File: config.mk
export PLATFORM = sky130hd
export DESIGN_NAME = pwr_mode_ctrl
export DESIGN_NICKNAME = d
export VERILOG_FILES = /design/src/rtl/pwr_mode_pkg.sv /design/src/rtl/pwr_ratio_dec.sv /design/src/rtl/pwr_clk_div.sv /design/src/rtl/pwr_mode_fsm.sv /design/src/rtl/pwr_mode_ctrl.sv
export SDC_FILE = /design/constraint.sdc
export NUM_CORES = 1
export LEC_CHECK = 0
export ABC_AREA = 1
export BUFFER_PORTS_ARGS = -buffer_cell sky130_fd_sc_hd__buf_2
export CORE_UTILIZATION = 57
export CTS_CLUSTER_SIZE = 16
export DETAILED_ROUTE_END_ITERATION = 8
export HOLD_SLACK_MARGIN = 0.15
export PLACE_DENSITY = 0.89
export SETUP_SLACK_MARGIN = 0.4
export SYNTH_ARGS = -nofsm -noshare
export SYNTH_HDL_FRONTEND = slang
export SYNTH_SLANG_ARGS = --single-unit
File: constraint.sdc
create_clock -name clk -period 1.96 [get_ports clk]
set_input_delay 0.294 -clock clk [delete_from_list [all_inputs] [get_ports clk]]
set_output_delay 0.294 -clock clk [all_outputs]
set_load 0.05 [all_outputs]
File: src/rtl/pwr_mode_pkg.sv
package pwr_mode_pkg;

    localparam int MODE_W = 3;

    typedef enum logic [MODE_W-1:0] {
        MODE_RST   = 3'd0,
        MODE_HIGH  = 3'd1,
        MODE_MED   = 3'd2,
        MODE_SLEEP = 3'd3,
        MODE_SSTBY = 3'd4
    } pmode_e;

    function automatic logic mode_running(input pmode_e m);
        return (m == MODE_HIGH) || (m == MODE_MED);
    endfunction

endpackage

File: src/rtl/pwr_ratio_dec.sv
module pwr_ratio_dec #(
    parameter int SEL_W    = 3,
    parameter int MAX_LOG2 = 5,
    localparam int RATIO_W = $clog2(MAX_LOG2 + 1)
) (
    input  logic [SEL_W-1:0]   sel,
    output logic [RATIO_W-1:0] ratio
);

    localparam logic [SEL_W-1:0] SEL_CAP = SEL_W'(MAX_LOG2);

    always_comb begin
        if (sel > SEL_CAP) begin
            ratio = RATIO_W'(MAX_LOG2);
        end else begin
            ratio = RATIO_W'(sel);
        end
    end

endmodule

File: src/rtl/pwr_clk_div.sv
module pwr_clk_div #(
    parameter int MAX_LOG2 = 5,
    localparam int RATIO_W = $clog2(MAX_LOG2 + 1),
    localparam int CNT_W   = (MAX_LOG2 < 1) ? 1 : MAX_LOG2
) (
    input  logic               clk,
    input  logic               rst_n,
    input  logic               run,
    input  logic               restart,
    input  logic [RATIO_W-1:0] ratio,
    output logic               ce
);

    typedef struct packed {
        logic [CNT_W-1:0] cnt;
    } div_state_t;

    div_state_t       st_d, st_q;
    logic [CNT_W-1:0] term;

    always_comb begin
        term = '0;
        for (int b = 0; b < CNT_W; b++) begin
            if (32'(b) < 32'(ratio)) begin
                term[b] = 1'b1;
            end
        end
    end

    always_comb begin
        st_d = st_q;
        ce   = run && ((ratio == '0) || (st_q.cnt == term));
        if (restart || !run || ce) begin
            st_d.cnt = '0;
        end else begin
            st_d.cnt = st_q.cnt + 1'b1;
        end
    end

    always_ff @(posedge clk or negedge rst_n) begin
        if (!rst_n) begin
            st_q <= '{cnt: '0};
        end else begin
            st_q <= st_d;
        end
    end


    restart_gap_chk: assert property (@(posedge clk) disable iff (!rst_n)
        restart |=> (!ce || ratio == '0));


    idle_quiet_chk: assert property (@(posedge clk) disable iff (!rst_n)
        !run |=> (st_q.cnt == '0));

endmodule

File: src/rtl/pwr_mode_fsm.sv
module pwr_mode_fsm
    import pwr_mode_pkg::*;
#(
    parameter int RATIO_W = 3
) (
    input  logic               clk,
    input  logic               rst_n,
    input  logic               rst_req,
    input  logic               wdt_ovf,
    input  logic               stby_en,
    input  logic               lowspd_en,
    input  logic               wdt_pss,
    input  logic               sleep_stb,
    input  logic               bus_end,
    input  logic               irq,
    input  logic               ext_irq,
    input  logic [RATIO_W-1:0] sel_ratio,
    output pmode_e             mode,
    output logic [RATIO_W-1:0] ratio,
    output logic               restart,
    output logic               run
);

    typedef struct packed {
        pmode_e             mode;
        logic [RATIO_W-1:0] ratio;
    } fsm_state_t;

    fsm_state_t st_d, st_q;
    pmode_e     wake_mode;
    logic       force_rst;
    logic       go_sleep;
    logic       go_stby;
    logic       ratio_new;

    always_comb begin
        st_d      = st_q;
        restart   = 1'b0;
        force_rst = rst_req || wdt_ovf;
        go_sleep  = sleep_stb && !lowspd_en && !stby_en;
        go_stby   = sleep_stb && !lowspd_en && stby_en && !wdt_pss;
        ratio_new = bus_end && (sel_ratio != st_q.ratio);
        wake_mode = (st_q.ratio == '0) ? MODE_HIGH : MODE_MED;

        if (force_rst) begin
            st_d.mode  = MODE_RST;
            st_d.ratio = '0;
            restart    = 1'b1;
        end else begin
            unique case (st_q.mode)
                MODE_RST: begin
                    st_d.mode = MODE_HIGH;
                    restart   = 1'b1;
                end
                MODE_HIGH, MODE_MED: begin
                    if (go_sleep) begin
                        st_d.mode = MODE_SLEEP;
                    end else if (go_stby) begin
                        st_d.mode = MODE_SSTBY;
                    end else if (ratio_new) begin
                        st_d.ratio = sel_ratio;
                        st_d.mode  = (sel_ratio == '0) ? MODE_HIGH : MODE_MED;
                        restart    = 1'b1;
                    end
                end
                MODE_SLEEP: begin
                    if (irq || ext_irq) begin
                        st_d.mode = wake_mode;
                        restart   = 1'b1;
                    end
                end
                MODE_SSTBY: begin
                    if (ext_irq) begin
                        st_d.mode = wake_mode;
                        restart   = 1'b1;
                    end
                end
                default: begin
                    st_d.mode  = MODE_RST;
                    st_d.ratio = '0;
                end
            endcase
        end
    end

    always_ff @(posedge clk or negedge rst_n) begin
        if (!rst_n) begin
            st_q <= '{mode: MODE_RST, ratio: '0};
        end else begin
            st_q <= st_d;
        end
    end

    assign mode  = st_q.mode;
    assign ratio = st_q.ratio;
    assign run   = mode_running(st_q.mode);


    rst_force_chk: assert property (@(posedge clk) disable iff (!rst_n)
        (rst_req || wdt_ovf) |=> (mode == MODE_RST && ratio == '0));


    hold_until_end_chk: assert property (@(posedge clk) disable iff (!rst_n)
        (mode == MODE_HIGH && !bus_end) |=> (mode != MODE_MED));


    sleep_wake_chk: assert property (@(posedge clk) disable iff (!rst_n)
        (mode == MODE_SLEEP && (irq || ext_irq) && !rst_req && !wdt_ovf)
        |=> (run && $stable(ratio)));


    stby_hold_chk: assert property (@(posedge clk) disable iff (!rst_n)
        (mode == MODE_SSTBY && !ext_irq && !rst_req && !wdt_ovf)
        |=> (mode == MODE_SSTBY));


    asleep_ratio_chk: assert property (@(posedge clk) disable iff (!rst_n)
        (!run && mode != MODE_RST && !rst_req && !wdt_ovf) |=> $stable(ratio));

endmodule

File: src/rtl/pwr_mode_ctrl.sv
module pwr_mode_ctrl
    import pwr_mode_pkg::*;
#(
    parameter int SEL_W    = 3,
    parameter int MAX_LOG2 = 5
) (
    input  logic              clk,
    input  logic              rst_n,
    input  logic              rst_req,
    input  logic              wdt_ovf,
    input  logic [SEL_W-1:0]  clk_sel,
    input  logic              stby_en,
    input  logic              lowspd_en,
    input  logic              wdt_pss,
    input  logic              sleep_stb,
    input  logic              bus_end,
    input  logic              irq,
    input  logic              ext_irq,
    output logic              mst_ce,
    output logic              per_ce,
    output logic [MODE_W-1:0] mode
);

    localparam int RATIO_W = $clog2(MAX_LOG2 + 1);

    logic [RATIO_W-1:0] sel_ratio;
    logic [RATIO_W-1:0] cur_ratio;
    logic               div_restart;
    logic               div_run;
    pmode_e             cur_mode;

    pwr_ratio_dec #(
        .SEL_W    (SEL_W),
        .MAX_LOG2 (MAX_LOG2)
    ) u_dec (
        .sel   (clk_sel),
        .ratio (sel_ratio)
    );

    pwr_mode_fsm #(
        .RATIO_W (RATIO_W)
    ) u_fsm (
        .clk       (clk),
        .rst_n     (rst_n),
        .rst_req   (rst_req),
        .wdt_ovf   (wdt_ovf),
        .stby_en   (stby_en),
        .lowspd_en (lowspd_en),
        .wdt_pss   (wdt_pss),
        .sleep_stb (sleep_stb),
        .bus_end   (bus_end),
        .irq       (irq),
        .ext_irq   (ext_irq),
        .sel_ratio (sel_ratio),
        .mode      (cur_mode),
        .ratio     (cur_ratio),
        .restart   (div_restart),
        .run       (div_run)
    );

    pwr_clk_div #(
        .MAX_LOG2 (MAX_LOG2)
    ) u_div (
        .clk     (clk),
        .rst_n   (rst_n),
        .run     (div_run),
        .restart (div_restart),
        .ratio   (cur_ratio),
        .ce      (mst_ce)
    );

    assign per_ce = div_run || (cur_mode == MODE_SLEEP);
    assign mode   = cur_mode;


    stby_gate_chk: assert property (@(posedge clk) disable iff (!rst_n)
        (cur_mode == MODE_SSTBY) |-> (!per_ce && !mst_ce));


    high_full_chk: assert property (@(posedge clk) disable iff (!rst_n)
        (cur_mode == MODE_HIGH) |-> (mst_ce && per_ce));

endmodule

# [Word-level counts from Yosys, hierarchy flattened]
# Index checks and enable logic that the tools add are counted.
[op_classes] n_addsub=1 n_lt_le_gt_ge=6 eq_ne=13 n_mux=26 n_reduce_logical=24
[op_table] cell="two-way mux 3 bit" count=7
[op_table] cell="two-way mux 6 bit" count=2
[op_table] cell="case mux 3 bit (4 select lines)" count=1
[op_table] cell="two-way mux 1 bit" count=11
[op_table] cell="logical NOT 3 bit" count=3
[op_table] cell="!= test 3 x 2 -> 1 bit (second input constant)" count=3
[op_table] cell="logical OR 1 bit" count=7
[op_table] cell="equality test 3 x 2 -> 1 bit (second input constant)" count=2
[op_table] cell="logical AND 1 bit" count=6
[op_table] cell="< comparator 1 x 3 -> 1 bit (first input constant)" count=2
[op_table] cell="< comparator 2 x 3 -> 1 bit (first input constant)" count=2
[op_table] cell="!= test 3 x 1 -> 1 bit (second input constant)" count=2
[op_table] cell="case mux 3 bit (2 select lines)" count=1
[op_table] cell="adder 5 x 1 -> 5 bit (second input constant)" count=1
[op_table] cell="equality test 5 bit" count=1
[op_table] cell="two-way mux 5 bit" count=1
[op_table] cell="!= test 5 x 1 -> 1 bit (second input constant)" count=1
[op_table] cell="logical NOT 1 bit" count=4
[op_table] cell="two-way mux 2 bit" count=2
[op_table] cell="case mux 1 bit (4 select lines)" count=1
[op_table] cell="AND reduction 4 bit" count=1
[op_table] cell="equality test 3 x 1 -> 1 bit (second input constant)" count=1
[op_table] cell="equality test 3 bit (second input constant)" count=1
[op_table] cell="> comparator 3 bit (second input constant)" count=1
[op_table] cell="other kinds (6)" count=6
[totals] register_bits=11 out_inout_bits=5 word_cells=73

# [Depth between registers and ports, before layout]
[depth] depth_word=12 depth_mapped=11 depth_no_buf=11

# [Hierarchy]
# A second synthesis with hierarchy kept.
[unflattened] cells_unflattened=162 area_unflattened_um2=1013.5
[modules_own_cells] mod="pwr_mode_fsm" instances=1 cells_per_inst=103 area_each_um2=638.1 seq_area_each_um2=150.1
[modules_own_cells] mod="pwr_clk_div" instances=1 cells_per_inst=49 area_each_um2=336.6 seq_area_each_um2=125.1
[modules_own_cells] mod="pwr_ratio_dec" instances=1 cells_per_inst=6 area_each_um2=22.5 seq_area_each_um2=0.0
[modules_own_cells] mod="pwr_mode_ctrl" instances=1 cells_per_inst=4 area_each_um2=16.3 seq_area_each_um2=0.0

# [Worst setup path after synthesis]
# OpenSTA, ideal clock, no wires.
[synth_timing] path_type="register -> output" startpoint="register u_fsm.st_q (netlist bit u_fsm.mode[1])" endpoint="output port mst_ce" arrival_ns=2.040 required_ns=1.666 path_slack_ns=-0.374 path_stages_with_launch=5 cell_sequence="dfrtp_1 > nor2_2 > nor2_4 > nand2_2 > a21oi_1"
[synth_via] elab_chain_len=3 elab_cells_between_ends=4 classes_between="2 x eq/ne; 2 x reduce/logical"
[synth_lines] item="from (decl)" line="pwr_mode_fsm.sv:29" text="fsm_state_t st_d, st_q;"
[synth_lines] item="from (signal assigned)" line="pwr_mode_fsm.sv:88" text="st_q <= '{mode: MODE_RST, ratio: '0};"
[synth_lines] item="from (signal assigned)" line="pwr_mode_fsm.sv:90" text="st_q <= st_d;"
[synth_lines] item="equality test 3 x 1 -> 1 bit / equality test 3 x 2 -> 1 bit (equally long branches)" line="pwr_mode_pkg.sv:14" text="return (m == MODE_HIGH) || (m == MODE_MED);"
[synth_lines] item="logical OR 1 bit *" line="pwr_mode_pkg.sv:14"
[synth_lines] item="logical AND 1 bit *" line="pwr_clk_div.sv:32" text="ce = run && ((ratio == '0) || (st_q.cnt == term));"
[synth_lines] item="to (decl)" line="pwr_mode_ctrl.sv:19" text="output logic mst_ce,"
# Mark *: on every way between the ends. The rest lies on a longest branch, timed or not.

# [Worst setup path after layout]
[layout_timing] startpoint="register u_fsm.st_q (netlist bit u_fsm.ratio[1])" endpoint="output port mst_ce"
[layout_via] elab_chain_len=5 elab_cells_between_ends=14 classes_between="5 x order compare; 1 x eq/ne; 5 x mux; 3 x reduce/logical"
[layout_lines] item="< comparator 1 x 3 -> 1 bit (tied with other cells)" line="pwr_clk_div.sv:24" text="if (32'(b) < 32'(ratio)) begin"
[layout_lines] item="two-way mux 1 bit" line="pwr_clk_div.sv:24"
[layout_lines] item="equality test 5 bit" line="pwr_clk_div.sv:32"
[layout_lines] item="logical OR 1 bit *" line="pwr_clk_div.sv:32"
[layout_lines] item="logical AND 1 bit *" line="pwr_clk_div.sv:32"
# Marks and branches as above.

==> flow_summary_export.csv <==
group,metric,value,unit
worst_setup_path,crit_path_start,"u_fsm.ratio[1]",
synthesis,synth_top_area_cell,"dfrtp_1",
synthesis,synth_top_area_share,31.1,%
detailed_routing,topRoutingLayerUsed,"met4",
worst_setup_path,path_cells,"nand2_2, a21oi_2, nor3_2, nand3_2, a21oi_4, buf_6",
worst_hold_path,hold_path_depth,2,
global_routing,grt_first_pass_wirelength,3460,um
floorplanning,num_io_pins,19,
global_routing,antenna_found_initial,0,
worst_setup_path,cp_data_arrival_time,1.48,ns
worst_setup_path,worst-r2r-setup-slack,0.48,ns
layout,fillers,91,
pwr,power.density,460,nW/um^2
worst_hold_path,hp-class,"input port to flip-flop",
global_routing,grt_max_degree,12,
floorplanning,dieArea,1720,um^2
timing,fin_tns_setup,0,ns
detailed_routing,dr_total_vias,893,
synthesis,ys_types,23,
worst_setup_path,crit_path_top_delay_cell,"dfrtp_2",
detailed_routing,route.met2.wl,989,um
synthesis,synthCells,125,
clocking,clk_pin_slew_worst_paths,0.06,ns
synthesis,synth_xor_area_share,4.94,%
worst_setup_path,start_kind,"flip-flop",
detailed_routing,wl_per_cell,12.4,um
floorplanning,chipWidth,41.4,um
floorplanning,core,1370,um^2
place,place_hpwl,1520,um
layout,layout_commonest_cell,"nand2_1",
timing,finalClockSkew,0.00387,ns
clocking,clockRootBuffer,"clkbuf_4",
pwr,p_leak,0.563,nW
clocking,cts_buffer_depth,2,
detailed_routing,wl,2080,um
layout,final_cell_mix,"nand2_1, inv_1, buf_2",
synthesis,synth-simple-area-share,45.6,%
layout,regArea,283,um^2
clocking,cts-buffers-inserted,3,
layout,nets,169,
detailed_routing,drc,0,
clocking,cts_max_level,1,
timing,max_freq,564,MHz
detailed_routing,met3RoutedLength,97,um
synthesis,netlist_top_cells_area,"dfrtp_1, nand2_1, inv_1",
worst_setup_path,reg2regPathDepth,8,
synthesis,avgSynthCellArea,7.09,um^2
timing,setup_violations,0,
detailed_routing,wl_met1,933,um
timing,worstMarginPinSlew,0.336,ns
timing,fin_crit,1.77,ns
pwr,total_power,0.524,mW
worst_setup_path,path_max_fanout,5,
timing,timing.slew.headroom,77.5,%
synthesis,synth_mux_area_share,0,%
outcome,status,"finished clean",
clocking,cts_tree,"yes",
layout,num_antenna_cells,0,
worst_setup_path,r2r_end,"u_div.st_q[2]",
layout,final_layout_size_suffix_gt1_share,43.1,%
timing,whs,0.293,ns
synthesis,synth_fa_ha_area_share,1.41,%
timing,hold_viol,0,
clocking,clock_latency,0.26,ns
synthesis,synth.yosys.warnings,0,
worst_setup_path,end_kind,"output port",
layout,multiInputGateArea,581,um^2
global_routing,grt_pass1_vias,836,
layout,syn_to_final_growth,28.5,%
pwr,netSwitchingFraction,31.7,%
worst_setup_path,worstPathRequired,1.67,ns
detailed_routing,dr.first_iter.drc_count,32,
flow_run,drv_cap,0,
synthesis,netlist_area,886,um^2
detailed_routing,via_per_inst,5.32,
pwr,intPower,0.358,mW
layout,finalNonFillerCells,168,
pwr,p_switching,0.166,mW
place,io_buffers,18,
synthesis,synth.net_count,140,
timing,report.final.slew_viol_count,0,
synthesis,yosysSeqAreaShare,31.1,%
timing,rsz0062_at_grt,"yes",
worst_setup_path,slowest_delay,0.45,ns
pwr,p_comb_share,27.3,%
clocking,numClockSinks,11,
pwr,vdd_drop_max,0.000544,V
synthesis,synth_top_family_by_area,"simple AND/OR/NAND/NOR gates",
floorplanning,initial_core_util,64.8,%
worst_setup_path,worstReg2RegStart,"u_fsm.ratio[1]",
place,gp_congestion,0.925,
detailed_routing,drtPass1Iterations,4,
floorplanning,row_count,13,
pwr,clkPwrFrac,27.7,%
worst_setup_path,endpoint,"mst_ce",
timing,fin_crit_sh,90.5,%
detailed_routing,detail-route-antenna-nets,0,
global_routing,grt_usage,25.6,%
pwr,seqPwrFrac,45.0,%
global_routing,grt-ovfl-total,0,
worst_setup_path,crit_type,"flip-flop to output port",
synthesis,synth-seq-cells,11,
place,place_inst,158,
floorplanning,die_h,41.4,um
synthesis,synth_compound_area_share,7.63,%
==> per-layer routing <==
layer,track usage [%],vias up
met5,0,-
met4,6.45,0
met2,42.8,28
met3,6.96,6
met1,32.6,404
li1,-,455
==> state kept, by name (all words and copies together) (netlist names) <==
name,cells
u_div.st_q,5
u_fsm.ratio,3
u_fsm.mode,3
==> critical path: cells and delay by family (launching register included) <==
kind                   cells  cell delay (ns)
buffers and inverters      1             0.17
flip-flops                 1             0.45
AND/OR/NAND/NOR            3             0.38
AO/OA/AOI/OAI              2             0.21
==> worst min-delay path by stage <==
| stage | startpoint | end | slack [ns] |
|---|---|---|---|
| floorplan | rst_n | u_div.st_q[0] | -0.002 |
| global placement | rst_n | u_div.st_q[4] | 0.16 |
| detailed placement | rst_n | u_div.st_q[4] | 0.17 |
| CTS | ext_irq | u_fsm.mode[2] | 0.28 |
| global route | ext_irq | u_fsm.mode[2] | 0.30 |
| finish | ext_irq | u_fsm.mode[2] | 0.29 |
==> power groups by stage <==
stage | registers (mW) | logic (mW) | clock network, mW
finish | 0.236 | 0.143 | 0.145
global route | 0.236 | 0.155 | 0.163
CTS | 0.236 | 0.142 | 0.149
detailed placement | 0.240 | 0.136 | 0
global placement | 0.240 | 0.133 | 0
floorplan | 0.249 | 0.0878 | 0
==> stage by stage <==
stage / worst slack, ns / instance area, um^2 / utilization (%)
2_1_floorplan: 0.255 / 911 / -
3_3_place_gp: 0.367 / 1020 / 74.6
3_5_place_dp: 0.325 / 1020 / 74.6
4_1_cts: 0.169 / 1120 / 82.0
5_1_grt: 0.120 / 1140 / 83.3
6_report: 0.187 / 1140 / 83.3
==> synth_stat cells, drive strengths merged <==
master	count
nand2	37
inv	22
nand3	19
nor2	14
dfrtp	11
o21ai	6
nor3	3
xor2	3
a21oi	2
nand4	2
xnor2	2
a22oi	1
ha	1
o21bai	1
o32ai	1
==> cells by family after synthesis <==
family / count (synthesis)
AO/OA/AOI/OAI: 11
XOR/XNOR: 5
adder cells (fa/ha/maj): 1
buffers and inverters: 22
flip-flops: 11
AND/OR/NAND/NOR: 75
==> cell type report <==
cell class	count	area share, %
tap	15	1.65
timing repair buffer	24	13.0
multi-input combinational	92	51.0
clock buffer	4	2.31
inverter	22	7.25
sequential	11	24.8
==> timing repair <==
item,in CTS,in global routing
pin swaps,5,4
hold buffers,1,0
cloned,0,0
gates resized for setup,9,8
setup buffers,5,0
endpoints found under the setup margin,1,1
endpoints found under the hold margin,11,0
Power figures use the tool's default switching activity.
